--- src/rtl/gpio_edge_pkg.sv ---
// Package for the GPIO edge bank: register word offsets and the address decode.
// Assumes byte addressing, 32-bit words, and at most two words per register.
package gpio_edge_pkg;

    localparam int unsigned BUS_AW  = 8;
    localparam int unsigned WORD_W  = 32;
    localparam int unsigned MAX_PIN = 64;

    // Base byte offsets; the high word of each register sits 4 bytes above.
    localparam logic [BUS_AW-1:0] OFF_OE   = 8'h00;
    localparam logic [BUS_AW-1:0] OFF_IN   = 8'h10;
    localparam logic [BUS_AW-1:0] OFF_OUT  = 8'h18;
    localparam logic [BUS_AW-1:0] OFF_CTL  = 8'h20;
    localparam logic [BUS_AW-1:0] OFF_IEN  = 8'h40;
    localparam logic [BUS_AW-1:0] OFF_POL  = 8'h48;
    localparam logic [BUS_AW-1:0] OFF_STAT = 8'h50;
    localparam logic [BUS_AW-1:0] OFF_WAKE = 8'h58;

    typedef enum logic [3:0] {
        SEL_NONE,
        SEL_OE,
        SEL_IN,
        SEL_OUT,
        SEL_CTL,
        SEL_IEN,
        SEL_POL,
        SEL_STAT,
        SEL_WAKE
    } reg_sel_e;

    typedef struct packed {
        reg_sel_e sel;
        logic     hi;
    } reg_dec_t;

    // Map a byte address to a register and a word half.
    function automatic reg_dec_t decode_addr(input logic [BUS_AW-1:0] a);
        reg_dec_t d;
        logic [BUS_AW-1:0] base;
        base  = {a[BUS_AW-1:3], 3'b000};
        d.hi  = a[2];
        d.sel = SEL_NONE;
        if (a[1:0] == 2'b00) begin
            case (base)
                OFF_OE:   d.sel = SEL_OE;
                OFF_IN:   d.sel = SEL_IN;
                OFF_OUT:  d.sel = SEL_OUT;
                OFF_CTL:  d.sel = SEL_CTL;
                OFF_IEN:  d.sel = SEL_IEN;
                OFF_POL:  d.sel = SEL_POL;
                OFF_STAT: d.sel = SEL_STAT;
                OFF_WAKE: d.sel = SEL_WAKE;
                default:  d.sel = SEL_NONE;
            endcase
        end
        return d;
    endfunction

endpackage

--- src/rtl/gpio_in_sync.sv ---
// Input conditioning for the GPIO edge bank.
// Passes each pad through two flops, keeps the previous synchronized level,
// and flags an edge in the direction its polarity bit selects (0 rising, 1 falling).
// Assumes pad_in is asynchronous to clk; no debounce is applied.
module gpio_in_sync #(
    parameter int unsigned NUM_PINS = 36
) (
    input  logic                clk,
    input  logic                rst_n,
    input  logic [NUM_PINS-1:0] pad_in,
    input  logic [NUM_PINS-1:0] pol,
    output logic [NUM_PINS-1:0] level,
    output logic [NUM_PINS-1:0] edge_hit
);

    logic [NUM_PINS-1:0] meta_q;
    logic [NUM_PINS-1:0] sync_q;
    logic [NUM_PINS-1:0] prev_q;

    // Two-stage synchronizer plus a one-clock history of the synchronized level.
    always_ff @(posedge clk) begin
        if (!rst_n) begin
            meta_q <= '0;
            sync_q <= '0;
            prev_q <= '0;
        end else begin
            meta_q <= pad_in;
            sync_q <= meta_q;
            prev_q <= sync_q;
        end
    end

    // Per-pin edge qualification by polarity.
    for (genvar p = 0; p < NUM_PINS; p++) begin : g_edge
        always_comb begin
            if (pol[p]) edge_hit[p] = prev_q[p] & ~sync_q[p];
            else        edge_hit[p] = sync_q[p] & ~prev_q[p];
        end
    end

    assign level = sync_q;

endmodule

--- src/rtl/gpio_cfg_reg.sv ---
// Per-pin read/write configuration register spread over two 32-bit words.
// Pin p is written from bit p mod 32 of the word that p / 32 selects.
// Assumes NUM_PINS <= 64; only existing pins get storage.
module gpio_cfg_reg #(
    parameter int unsigned NUM_PINS = 36,
    parameter int unsigned WORD_W   = 32
) (
    input  logic                clk,
    input  logic                rst_n,
    input  logic                wr_lo,
    input  logic                wr_hi,
    input  logic [WORD_W-1:0]   wr_data,
    output logic [NUM_PINS-1:0] q
);

    for (genvar p = 0; p < NUM_PINS; p++) begin : g_bit
        localparam int unsigned WSEL = p / WORD_W;
        localparam int unsigned BPOS = p % WORD_W;
        logic wr_this;
        assign wr_this = (WSEL == 0) ? wr_lo : wr_hi;

        // Hold one pin's configuration bit.
        always_ff @(posedge clk) begin
            if (!rst_n)       q[p] <= 1'b0;
            else if (wr_this) q[p] <= wr_data[BPOS];
        end
    end

endmodule

--- src/rtl/gpio_irq_status.sv ---
// Pending-interrupt status with write-one-to-clear.
// A set from an edge in the same cycle as a clearing write takes priority.
// Assumes set pulses are one clock wide per detected edge.
module gpio_irq_status #(
    parameter int unsigned NUM_PINS = 36,
    parameter int unsigned WORD_W   = 32
) (
    input  logic                clk,
    input  logic                rst_n,
    input  logic [NUM_PINS-1:0] set_hit,
    input  logic                clr_lo,
    input  logic                clr_hi,
    input  logic [WORD_W-1:0]   wr_data,
    output logic [NUM_PINS-1:0] q
);

    for (genvar p = 0; p < NUM_PINS; p++) begin : g_bit
        localparam int unsigned WSEL = p / WORD_W;
        localparam int unsigned BPOS = p % WORD_W;
        logic clr_this;
        assign clr_this = ((WSEL == 0) ? clr_lo : clr_hi) & wr_data[BPOS];

        // Latch an edge, clear on a written one, set wins a collision.
        always_ff @(posedge clk) begin
            if (!rst_n)          q[p] <= 1'b0;
            else if (set_hit[p]) q[p] <= 1'b1;
            else if (clr_this)   q[p] <= 1'b0;
        end
    end

endmodule

--- src/rtl/gpio_edge_bank.sv ---
// GPIO bank with per-pin single-edge interrupts.
// Decodes a simple register bus, holds per-pin configuration, and drives the
// pad controls, the combined interrupt and the wake-up request.
// Assumes 1 <= NUM_PINS <= 64, word-aligned accesses and a combinational read.
module gpio_edge_bank
    import gpio_edge_pkg::*;
#(
    parameter int unsigned NUM_PINS = 36
) (
    input  logic                clk,
    input  logic                rst_n,
    input  logic [7:0]          addr,
    input  logic                wr_en,
    input  logic [31:0]         wr_data,
    output logic [31:0]         rd_data,
    input  logic [NUM_PINS-1:0] pad_in,
    output logic [NUM_PINS-1:0] pad_out,
    output logic [NUM_PINS-1:0] pad_oe,
    output logic                irq_o,
    output logic                wake_o
);

    localparam int unsigned PAD_W = 2 * WORD_W;

    reg_dec_t dec;
    logic [NUM_PINS-1:0] oe_q, out_q, ctl_q, ien_q, pol_q, wk_q, st_q;
    logic [NUM_PINS-1:0] lvl, edge_hit;

    // Address decode for the current bus cycle.
    always_comb dec = decode_addr(addr);

    gpio_in_sync #(.NUM_PINS(NUM_PINS)) u_sync (
        .clk(clk), .rst_n(rst_n), .pad_in(pad_in), .pol(pol_q),
        .level(lvl), .edge_hit(edge_hit)
    );

    gpio_cfg_reg #(.NUM_PINS(NUM_PINS), .WORD_W(WORD_W)) u_oe (
        .clk(clk), .rst_n(rst_n),
        .wr_lo(wr_en && dec.sel == SEL_OE && !dec.hi),
        .wr_hi(wr_en && dec.sel == SEL_OE && dec.hi),
        .wr_data(wr_data), .q(oe_q)
    );

    gpio_cfg_reg #(.NUM_PINS(NUM_PINS), .WORD_W(WORD_W)) u_out (
        .clk(clk), .rst_n(rst_n),
        .wr_lo(wr_en && dec.sel == SEL_OUT && !dec.hi),
        .wr_hi(wr_en && dec.sel == SEL_OUT && dec.hi),
        .wr_data(wr_data), .q(out_q)
    );

    gpio_cfg_reg #(.NUM_PINS(NUM_PINS), .WORD_W(WORD_W)) u_ctl (
        .clk(clk), .rst_n(rst_n),
        .wr_lo(wr_en && dec.sel == SEL_CTL && !dec.hi),
        .wr_hi(wr_en && dec.sel == SEL_CTL && dec.hi),
        .wr_data(wr_data), .q(ctl_q)
    );

    gpio_cfg_reg #(.NUM_PINS(NUM_PINS), .WORD_W(WORD_W)) u_ien (
        .clk(clk), .rst_n(rst_n),
        .wr_lo(wr_en && dec.sel == SEL_IEN && !dec.hi),
        .wr_hi(wr_en && dec.sel == SEL_IEN && dec.hi),
        .wr_data(wr_data), .q(ien_q)
    );

    gpio_cfg_reg #(.NUM_PINS(NUM_PINS), .WORD_W(WORD_W)) u_pol (
        .clk(clk), .rst_n(rst_n),
        .wr_lo(wr_en && dec.sel == SEL_POL && !dec.hi),
        .wr_hi(wr_en && dec.sel == SEL_POL && dec.hi),
        .wr_data(wr_data), .q(pol_q)
    );

    gpio_cfg_reg #(.NUM_PINS(NUM_PINS), .WORD_W(WORD_W)) u_wk (
        .clk(clk), .rst_n(rst_n),
        .wr_lo(wr_en && dec.sel == SEL_WAKE && !dec.hi),
        .wr_hi(wr_en && dec.sel == SEL_WAKE && dec.hi),
        .wr_data(wr_data), .q(wk_q)
    );

    gpio_irq_status #(.NUM_PINS(NUM_PINS), .WORD_W(WORD_W)) u_stat (
        .clk(clk), .rst_n(rst_n), .set_hit(edge_hit),
        .clr_lo(wr_en && dec.sel == SEL_STAT && !dec.hi),
        .clr_hi(wr_en && dec.sel == SEL_STAT && dec.hi),
        .wr_data(wr_data), .q(st_q)
    );

    // Read mux: pick the register, widen to two words, pick the half.
    always_comb begin
        logic [PAD_W-1:0] wide;
        case (dec.sel)
            SEL_OE:   wide = PAD_W'(oe_q);
            SEL_IN:   wide = PAD_W'(lvl);
            SEL_OUT:  wide = PAD_W'(out_q);
            SEL_CTL:  wide = PAD_W'(ctl_q);
            SEL_IEN:  wide = PAD_W'(ien_q);
            SEL_POL:  wide = PAD_W'(pol_q);
            SEL_STAT: wide = PAD_W'(st_q);
            SEL_WAKE: wide = PAD_W'(wk_q);
            default:  wide = '0;
        endcase
        rd_data = dec.hi ? wide[PAD_W-1:WORD_W] : wide[WORD_W-1:0];
    end

    assign pad_oe  = oe_q;
    assign pad_out = out_q;
    assign irq_o   = |(st_q & ien_q);
    assign wake_o  = |(st_q & wk_q);

endmodule

--- config.mk ---
export PLATFORM = sky130hd
export DESIGN_NAME = gpio_edge_bank
export DESIGN_NICKNAME = d
export VERILOG_FILES = /design/src/rtl/gpio_edge_pkg.sv /design/src/rtl/gpio_in_sync.sv /design/src/rtl/gpio_cfg_reg.sv /design/src/rtl/gpio_irq_status.sv /design/src/rtl/gpio_edge_bank.sv
export SDC_FILE = /design/constraint.sdc
export NUM_CORES = 1
export LEC_CHECK = 0
export BUFFER_PORTS_ARGS = -buffer_cell sky130_fd_sc_hd__buf_2
export CAP_MARGIN = 0
export CORE_MARGIN = 8
export CORE_UTILIZATION = 47
export CTS_CLUSTER_SIZE = 8
export DETAILED_ROUTE_END_ITERATION = 10
export HOLD_SLACK_MARGIN = 0.05
export PLACE_DENSITY = 0.69
export SKIP_CTS_REPAIR_TIMING = 1
export SLEW_MARGIN = 20
export SYNTH_ARGS = -nofsm -noshare
export SYNTH_HDL_FRONTEND = slang
export SYNTH_SLANG_ARGS = --single-unit
--- constraint.sdc ---
create_clock -name clk -period 1.7 [get_ports clk]
set_input_delay 0 -clock clk [delete_from_list [all_inputs] [get_ports clk]]
set_output_delay 0 -clock clk [all_outputs]
set_load 0.03 [all_outputs]
== Word level (Yosys, flattened, before mapping) ==
Index checks and enable logic that the tools add are counted.
W data, S select, Z words.
Cells by class
  equality and inequality tests: 15
  muxes and demuxes: 112
  bitwise operators: 182
  reductions and logical operators: 62
Operator list (count)
  $pmux W36 S8: 1
  $and A1 B1 Y1: 108
  $mux W1: 108
  $and A36 B36 Y36: 2
  $not A1 Y1: 72
  $reduce_bool A2 Y1: 36
  $reduce_or A36 Y1: 2
  $mux W32: 1
  $pmux W4 S8: 1
  $logic_and A1 B1 Y1: 21
  $eq A5 B4 Y1 const B: 4
  $eq A4 B3 Y1 const B: 4
  $eq A5 B2 Y1 const B: 2
  $eq A4 B2 Y1 const B: 2
  $eq A5 B3 Y1 const B: 1
  $logic_not A5 Y1: 1
  $eq A4 B1 Y1 const B: 1
  $eq A4 B4 Y1 const B: 1
  $mux W4: 1
  $logic_not A2 Y1: 1
  $logic_not A1 Y1: 1
Storage, ports and cells
  register bits: 360
  input port bits: 79
  output and inout port bits: 106
  word-level logic and storage cells: 626

== Longest topological paths before layout ==
Gate-level depths: netlist (run 1).
  word-level depth: 9
  gate-level depth with buffers: 9

== Modules after synthesis ==
Synthesis (run 1) repeated with hierarchy kept, for this count alone.
Unflattened totals
  cells, all modules: 1615
  area, all modules: 16160.5 um2
By module, submodules not included
  gpio_cfg_reg: instances 6, cells an instance 116, area an instance 1393.8 um2, seq. area each 720.7 um2
  gpio_in_sync: instances 1, cells an instance 335, area an instance 3495.9 um2, seq. area each 2162.1 um2
  gpio_edge_bank: instances 1, cells an instance 434, area an instance 3010.4 um2, seq. area each 0.0 um2
  gpio_irq_status: instances 1, cells an instance 150, area an instance 1291.2 um2, seq. area each 720.7 um2

== Worst setup path after synthesis (run 1) ==
OpenSTA, ideal clock, no wires.
  path type: input to output
  start point: input port addr[4]
  end point: output port rd_data[19]
  arrival time: 1.809 ns
  required time: 1.700 ns
  slack: -0.109 ns
  stages on the path: 7
  cell sequence: or4_1 buf_2 nor2_1 buf_4 buf_4 a22oi_1 a31oi_1
Between the ends
  longest elaborated chain between the ends: 6
Ends and longest elaborated chain
  from (decl): line gpio_edge_bank.sv:12  | input logic [7:0] addr,
  $eq A5 B4 Y1, or another cell as far along: line gpio_edge_pkg.sv:44  | case (base)
  $pmux W4 S8 (*): line gpio_edge_pkg.sv:44
  $mux W4 (*): line gpio_edge_pkg.sv:43  | if (a[1:0] == 2'b00) begin
  $eq A4 B4 Y1, or another cell as far along: line gpio_edge_bank.sv:89  | case (dec.sel)
  $pmux W36 S8 (*): line gpio_edge_bank.sv:89
  $mux W32 (*): line gpio_edge_bank.sv:100  | rd_data = dec.hi ? wide[PAD_W-1:WORD_W] : wide[WORD_W-1:0];
  to (decl): line gpio_edge_bank.sv:15  | output logic [31:0] rd_data,
Mark *: on every way between the ends. The rest lies on a longest branch, timed or not.

== Final worst setup path (run 1) ==
  start point: register u_stat.q[1]
  end point: output port wake_o
Between the ends
  longest elaborated chain between the ends: 2
Ends and longest elaborated chain
  from (decl): line gpio_irq_status.sv:14  | output logic [NUM_PINS-1:0] q
  from (signal, indexed assignment): line gpio_irq_status.sv:25  | if (!rst_n) q[p] <= 1'b0;
  from (signal, indexed assignment): line gpio_irq_status.sv:26  | else if (set_hit[p]) q[p] <= 1'b1;
  from (signal, indexed assignment): line gpio_irq_status.sv:27  | else if (clr_this) q[p] <= 1'b0;
  $and A36 B36 Y36: line gpio_edge_bank.sv:106  | assign wake_o = |(st_q & wk_q);
  $reduce_or A36 Y1: line gpio_edge_bank.sv:106
  to (decl): line gpio_edge_bank.sv:20  | output logic wake_o
No other way between the ends.

==> metrics.txt, run 1 <==
Switching Fraction 22.8%; Total GRT Usage 28.5%; DR vias 15.0k; final hold violation count 0; DIE WIDTH 197 µm; Max IR drop VDD 0.752 mV; Power Density 881 mW/mm²; sequential area share after synthesis 46.8%; Cells after Synth 1711; clk_lat worst skew 560 ps; GPL Wtd Cong 0.988; Mapped Avg Cell Area 9.00 µm²; Power Total 18.8 mW; # DRC 0; RSZ-0062 raised after global routing yes; Layout Cells excl Fill 2517; Pleak 8.12 nW; pins over their slew limit 0; maximum buffer depth of the clock tree 3; wire length per cell 23.6 µm; Syn Nets 1790; Via-to-Cell Ratio 5.95; # setup viols final 27; Cells after DPL 2365; final HPWL from detailed placement 40.6 mm; Pint 14.5 mW; Ys Warns 0; synth-to-layout area growth 38.6%; Startpoint Class register; max incr delay on CP 340 ps; Final ANT Viol Nets 0; Critical Path RT 1700 ps; first-pass GRT wire length 85.9 mm; flop2flop setup slack 660 ps; Reg power frac 46.5%; Sw Pwr 4.29 mW; Top FF cell, synth dfxtp_1; CTS tree yes; status complete, but fails checks; DIE AREA 0.0388 mm²; Tmin final 2240 ps; CTS root buffer clkbuf_16; Logic pwr share 6.3%; Num CTS Buffers 51; violated checks negative setup slack; clock share of power 47.2%; largest area contributor in the netlist dfxtp_1; clock slew at reported path FFs 50 ps; Min Hold Slack 85.0 ps; Post-Syn Area 0.0154 mm²; hold crit path type input port to register; Max-Cap Viols 0; main area contributors after synthesis dfxtp_1 (47%), nand2_1 (9.8%), a21boi_0 (6.8%); most used cell, CP nand4_1; number of nets in the layout 2151; largest net degree at the start of global routing 79; Setup crit end kind output pin; share of the synthesized area in the top cell type 46.8%; crit-path max FO 2; Synth cell types 53; final WL 59.5 mm; Boundary Pins 185; share of post-route cells with drive strength above 1 29.1%; Ant. Diodes 0; Synth Register Bits 360; f_max 447 MHz; grt total ovfl 0; initial antenna violation count 0; # clock sinks 360; ys async rst share 0%; Worst Skew 12.2 ps; DR pass1 iterations 7; initial DRC count 1456; number of core rows 66; period utilisation layout 132%; worst path arrival time 2240 ps; Setup WS post-layout -536 ps; slowest cell on the critical path dfxtp_2; Initial Util 47.6%; Core Region 0.0324 mm²; headroom to the max-slew limit 71.5%; H-tree Lvls 2; crit-path cells a22o_1 > a221oi_2 > buf_4 > nand4_1 > nor3_2 > nand4_1 > buf_6; vias in the first global route 14.2k; CP Class register to output pin; number of flops mapped to enable cells by yosys 0; number of port buffers 184; worst-margin pin slew 428 ps; Die Height 197 µm
## cells in the mapped netlist, drive strengths merged (10+ instances only)
master / number
mux2i: 50
nor3b: 38
o31a: 36
dfxtp: 360
nor2b: 31
a222oi: 10
nand2: 402
nor2: 39
a221oi: 28
a211oi: 10
and3b: 36
clkbuf: 77
a21boi: 227
buf: 50
a22oi: 60
nand4: 11
a22o: 20
a21oi: 26
a31oi: 17
nor3: 15
and2: 111
## through the flow
| stage | cell area (µm²) | setup TNS [ps] | setup slack (ps) | util (%) |
|---|---|---|---|---|
| 2_1_floorplan | 15500 | 0 | 4.61 | - |
| 3_3_place_gp | 18000 | -31240 | -273 | 55.7 |
| 3_5_place_dp | 18000 | -38390 | -282 | 55.7 |
| 4_1_cts | 19400 | -9520 | -753 | 59.9 |
| 5_1_grt | 21300 | -5110 | -573 | 65.9 |
| 6_report | 21300 | -3830 | -536 | 65.9 |
## worst paths after layout
| kind | cells past startpoint | from | to |
|---|---|---|---|
| setup reg to reg | 3 | u_sync.level[35]$_SDFF_PN0_ | u_stat.q[35]$_SDFFE_PN0P_ |
| setup / recovery | 7 | u_stat.q[1]$_SDFFE_PN0P_ | wake_o |
| hold reg to reg | 1 | u_sync.meta_q[10]$_SDFF_PN0_ | u_sync.level[10]$_SDFF_PN0_ |
| hold / removal | 4 | addr[2] | u_ien.q[33]$_SDFFE_PN0P_ |
## per-layer routing
layer | up-vias | global-route usage (%) | share of wire [%]
met1 | 7228 | 37.0 | 41
met4 | 0 | 12.5 | 5.2
met2 | 820 | 46.0 | 46
met3 | 203 | 4.93 | 8.7
met5 | - | 0 | 0
li1 | 6718 | - | -
## power by group through the flow
stage                     logic, mW  clock network [mW]  registers (mW)
final                          1.18                8.88            8.74
after global routing           1.24                9.36            8.74
after CTS                     0.960                9.01            8.74
after detailed placement      0.954                   0            8.90
after global placement        0.940                   0            8.90
after floorplan               0.472                   0            8.85
## critical path: cells and delay by family, from the launching register on
kind	cells	cell delay (ps)
simple gates	3	450
flops	1	340
compound gates	2	490
buf+inv	2	400
## logic make-up (layout without fill, tap and decap cells)
family / after synthesis / count (layout) / synth area share [%]
AND/OR/NAND/NOR: 709 / 709 / 22.9
AO/OA/AOI/OAI: 458 / 458 / 22.6
buffers and inverters: 128 / 492 / 3.74
multiplexers: 56 / 56 / 3.91
flip-flops: 360 / 360 / 46.8
## area by class of cell
cell class | count | area, µm²
sequential | 360 | 7310
inverter | 1 | 3.75
fill | 2575 | 11000
timing repair buffer | 435 | 3820
tap | 442 | 553
clock inverter | 4 | 63.8
clock buffer | 52 | 1290
multi-input combinational | 1223 | 8310
## layout by cell type (no fill, tap or decap), drive strengths merged, types with 38 or more instances in the layout
master,Yosys,layout
a21boi,227,227
a22oi,60,60
and2,111,111
buf,50,363
clkbuf,77,55
dfxtp,360,360
dlygate4sd3,0,69
mux2i,50,50
nand2,402,402
nor2,39,39
nor3b,38,38
## registers in the layout, summed over array words and instances, names as in the netlist
| register | flops |
|---|---|
| u_ctl.q | 36 |
| u_ien.q | 36 |
| u_oe.q | 36 |
| u_out.q | 36 |
| u_pol.q | 36 |
| u_stat.q | 36 |
| u_sync.level | 36 |
| u_sync.meta_q | 36 |
| u_sync.prev_q | 36 |
| u_wk.q | 36 |
Power figures use the tool's default switching activity.
==> run 2: changes to the inputs <==
PLACE_DENSITY = 0.67   (was 0.69)
clock period = 2.7 ns   (was 1.7 ns; I/O delays follow)
==> run 2 against run 1 <==
- the run ends with design-rule violations left
- worst setup slack better by 800 ps
- global-route usage is 1.3 points lower
- highest routed layer unchanged
- hold slack better by 36 ps
==> metrics.txt, run 2 (same netlist as run 1, synthesis figures left out) <==
post-layout util 58.3% (-7.6 points); Final ANT Viol Nets 0 (unchanged); GPL Wtd Cong 1.00 (+1.3%); DP Worst Slack 405 ps (+687 ps); Setup TNS Final 0 ps (+3830 ps); hold crit path type input port to register; number of core rows 66 (unchanged); Switching Fraction 22.4% (-0.40 points); number of nets in the layout 2035 (-5.4%); Storage cell area 0.00721 mm² (-1.4%); number of port buffers 184 (unchanged); Setup crit end kind output pin; # DRC 1 (+1); Placed Area 0.0169 mm² (-6.3%); initial DRC count 1736 (+19%); pins over their slew limit 0 (unchanged); DR vias 14.2k (-5.0%); grt total ovfl 0 (unchanged); DR pass1 iterations 11 (+4); Fillers 2861 (+11%); synth-to-layout area growth 22.7%; final WL 54.9 mm (-7.6%); most common cell after layout, fill and taps aside nand2_1; largest net degree at the start of global routing 165 (+110%); Tmin final 2440 ps; Total GRT Usage 27.2% (-1.3 points); CP Class register to output pin; Worst Skew 15.2 ps (+2.95 ps); Boundary Pins 185 (unchanged); final HPWL from detailed placement 38.2 mm (-6.0%); Min Hold Slack 121 ps (+36.1 ps); crit-path max FO 4 (+2); first-pass GRT wire length 82.3 mm (-4.1%); Initial Util 47.6% (unchanged); worst path arrival time 2440 ps (+200 ps); Sw Pwr 2.61 mW (-39%); share of post-route cells with drive strength above 1 16.5% (-13 points); violated checks design-rule violations; Logic pwr share 5.2% (-1.1 points); fin area 0.0189 mm² (-11%); Max IR drop VDD 0.437 mV (-42%); wire length per cell 22.9 µm (-3.2%); maximum buffer depth of the clock tree 3 (unchanged); # setup viols final 0 (-100%); Power Density 615 mW/mm² (-30%); period utilisation layout 90.3%; f_max 410 MHz; Max-Cap Viols 0 (unchanged); Via-to-Cell Ratio 5.92 (-0.41%); clock slew at reported path FFs 50 ps (about the same); Critical Path RT 2700 ps (+1000 ps); vias in the first global route 13.4k (-5.1%); CTS tree yes; final hold violation count 0 (unchanged); DIE WIDTH 197 µm (unchanged); most frequent cells in the layout nand2_1 (402), dfxtp_1 (360), buf_2 (183); CTS root buffer clkbuf_16; Setup WS post-layout 263 ps (+799 ps); Reg power frac 47.5% (+1.0 points); area of the multi-input gates 0.00764 mm² (-8.0%); Pleak 7.16 nW (-12%); worst-margin pin slew 959 ps (+531 ps); # clock sinks 360 (unchanged); Die Height 197 µm (unchanged); DIE AREA 0.0388 mm² (unchanged); clock share of power 47.3% (about the same); H-tree Lvls 2 (unchanged); status complete, but fails checks; Num CTS Buffers 50 (-2.0%); Pint 9.01 mW (-38%); Startpoint Class register; headroom to the max-slew limit 36.1% (-35 points); initial antenna violation count 2 (+2); clk_lat worst skew 560 ps (about the same); Core Region 0.0324 mm² (unchanged); RSZ-0062 raised after global routing no
run 2: changes by cell type in the layout (fill, tap and decap cells not counted), sizes merged:
cell | before | now
inv | 2 | 3
buf | 363 | 251
clkbuf | 55 | 52
dlygate4sd3 | 69 | 68
clkinv | 3 | 0
diode | 0 | 2
run 2: routing by layer:
layer | vias up | share of wire, % | global-route usage, %
met5 | - | 0 | 0
met4 | 0 | 4.3 | 12.3
met3 | 164 | 10 | 5.85
met2 | 827 | 44 | 41.6
met1 | 6752 | 41 | 36.5
li1 | 6478 | - | -
run 2: layout make-up:
type / count / share of cell area [%]
multi-input combinational: 1223 / 40.5
sequential: 360 / 38.2
timing repair buffer: 320 / 11.5
clock buffer: 51 / 6.76
tap: 442 / 2.93
clock inverter: 2 / 0.152
antenna: 2 / 0.0265
inverter: 1 / 0.0199
run 2: path summary, 6_finish.rpt:
check / start / to / slack, ps / cells past startpoint
worst max-delay path: u_stat.q[1]$_SDFFE_PN0P_ / wake_o / 260 / 6
worst min-delay path: addr[2] / u_pol.q[35]$_SDFFE_PN0P_ / 120 / 4
worst max register to register: u_sync.level[35]$_SDFF_PN0_ / u_stat.q[35]$_SDFFE_PN0P_ / 1700 / 2
worst min register to register: u_sync.meta_q[2]$_SDFF_PN0_ / u_sync.level[2]$_SDFF_PN0_ / 430 / 1
run 2: worst max-delay path: stages (launching register included):
cell and delay [ps]:
dfxtp_1 390, a22o_1 270, a221oi_1 390, nand4_1 140, nor3_1 210, nand4_1 220, buf_2 260
run 2: power groups by stage:
stage	Clock [mW]	Sequential, mW	Combinational [mW]
5_1_grt	5.81	5.51	0.646
3_5_place_dp	0	5.61	0.515
6_report	5.50	5.51	0.605
2_1_floorplan	0	5.57	0.296
4_1_cts	5.56	5.51	0.518
3_3_place_gp	0	5.61	0.506
run 2: through the flow:
stage,power [mW],cells
floorplan,5.87,1711
global placement,6.12,2278
detailed placement,6.13,2278
CTS,11.6,2331
global route,12.0,2400
finish,11.6,2401
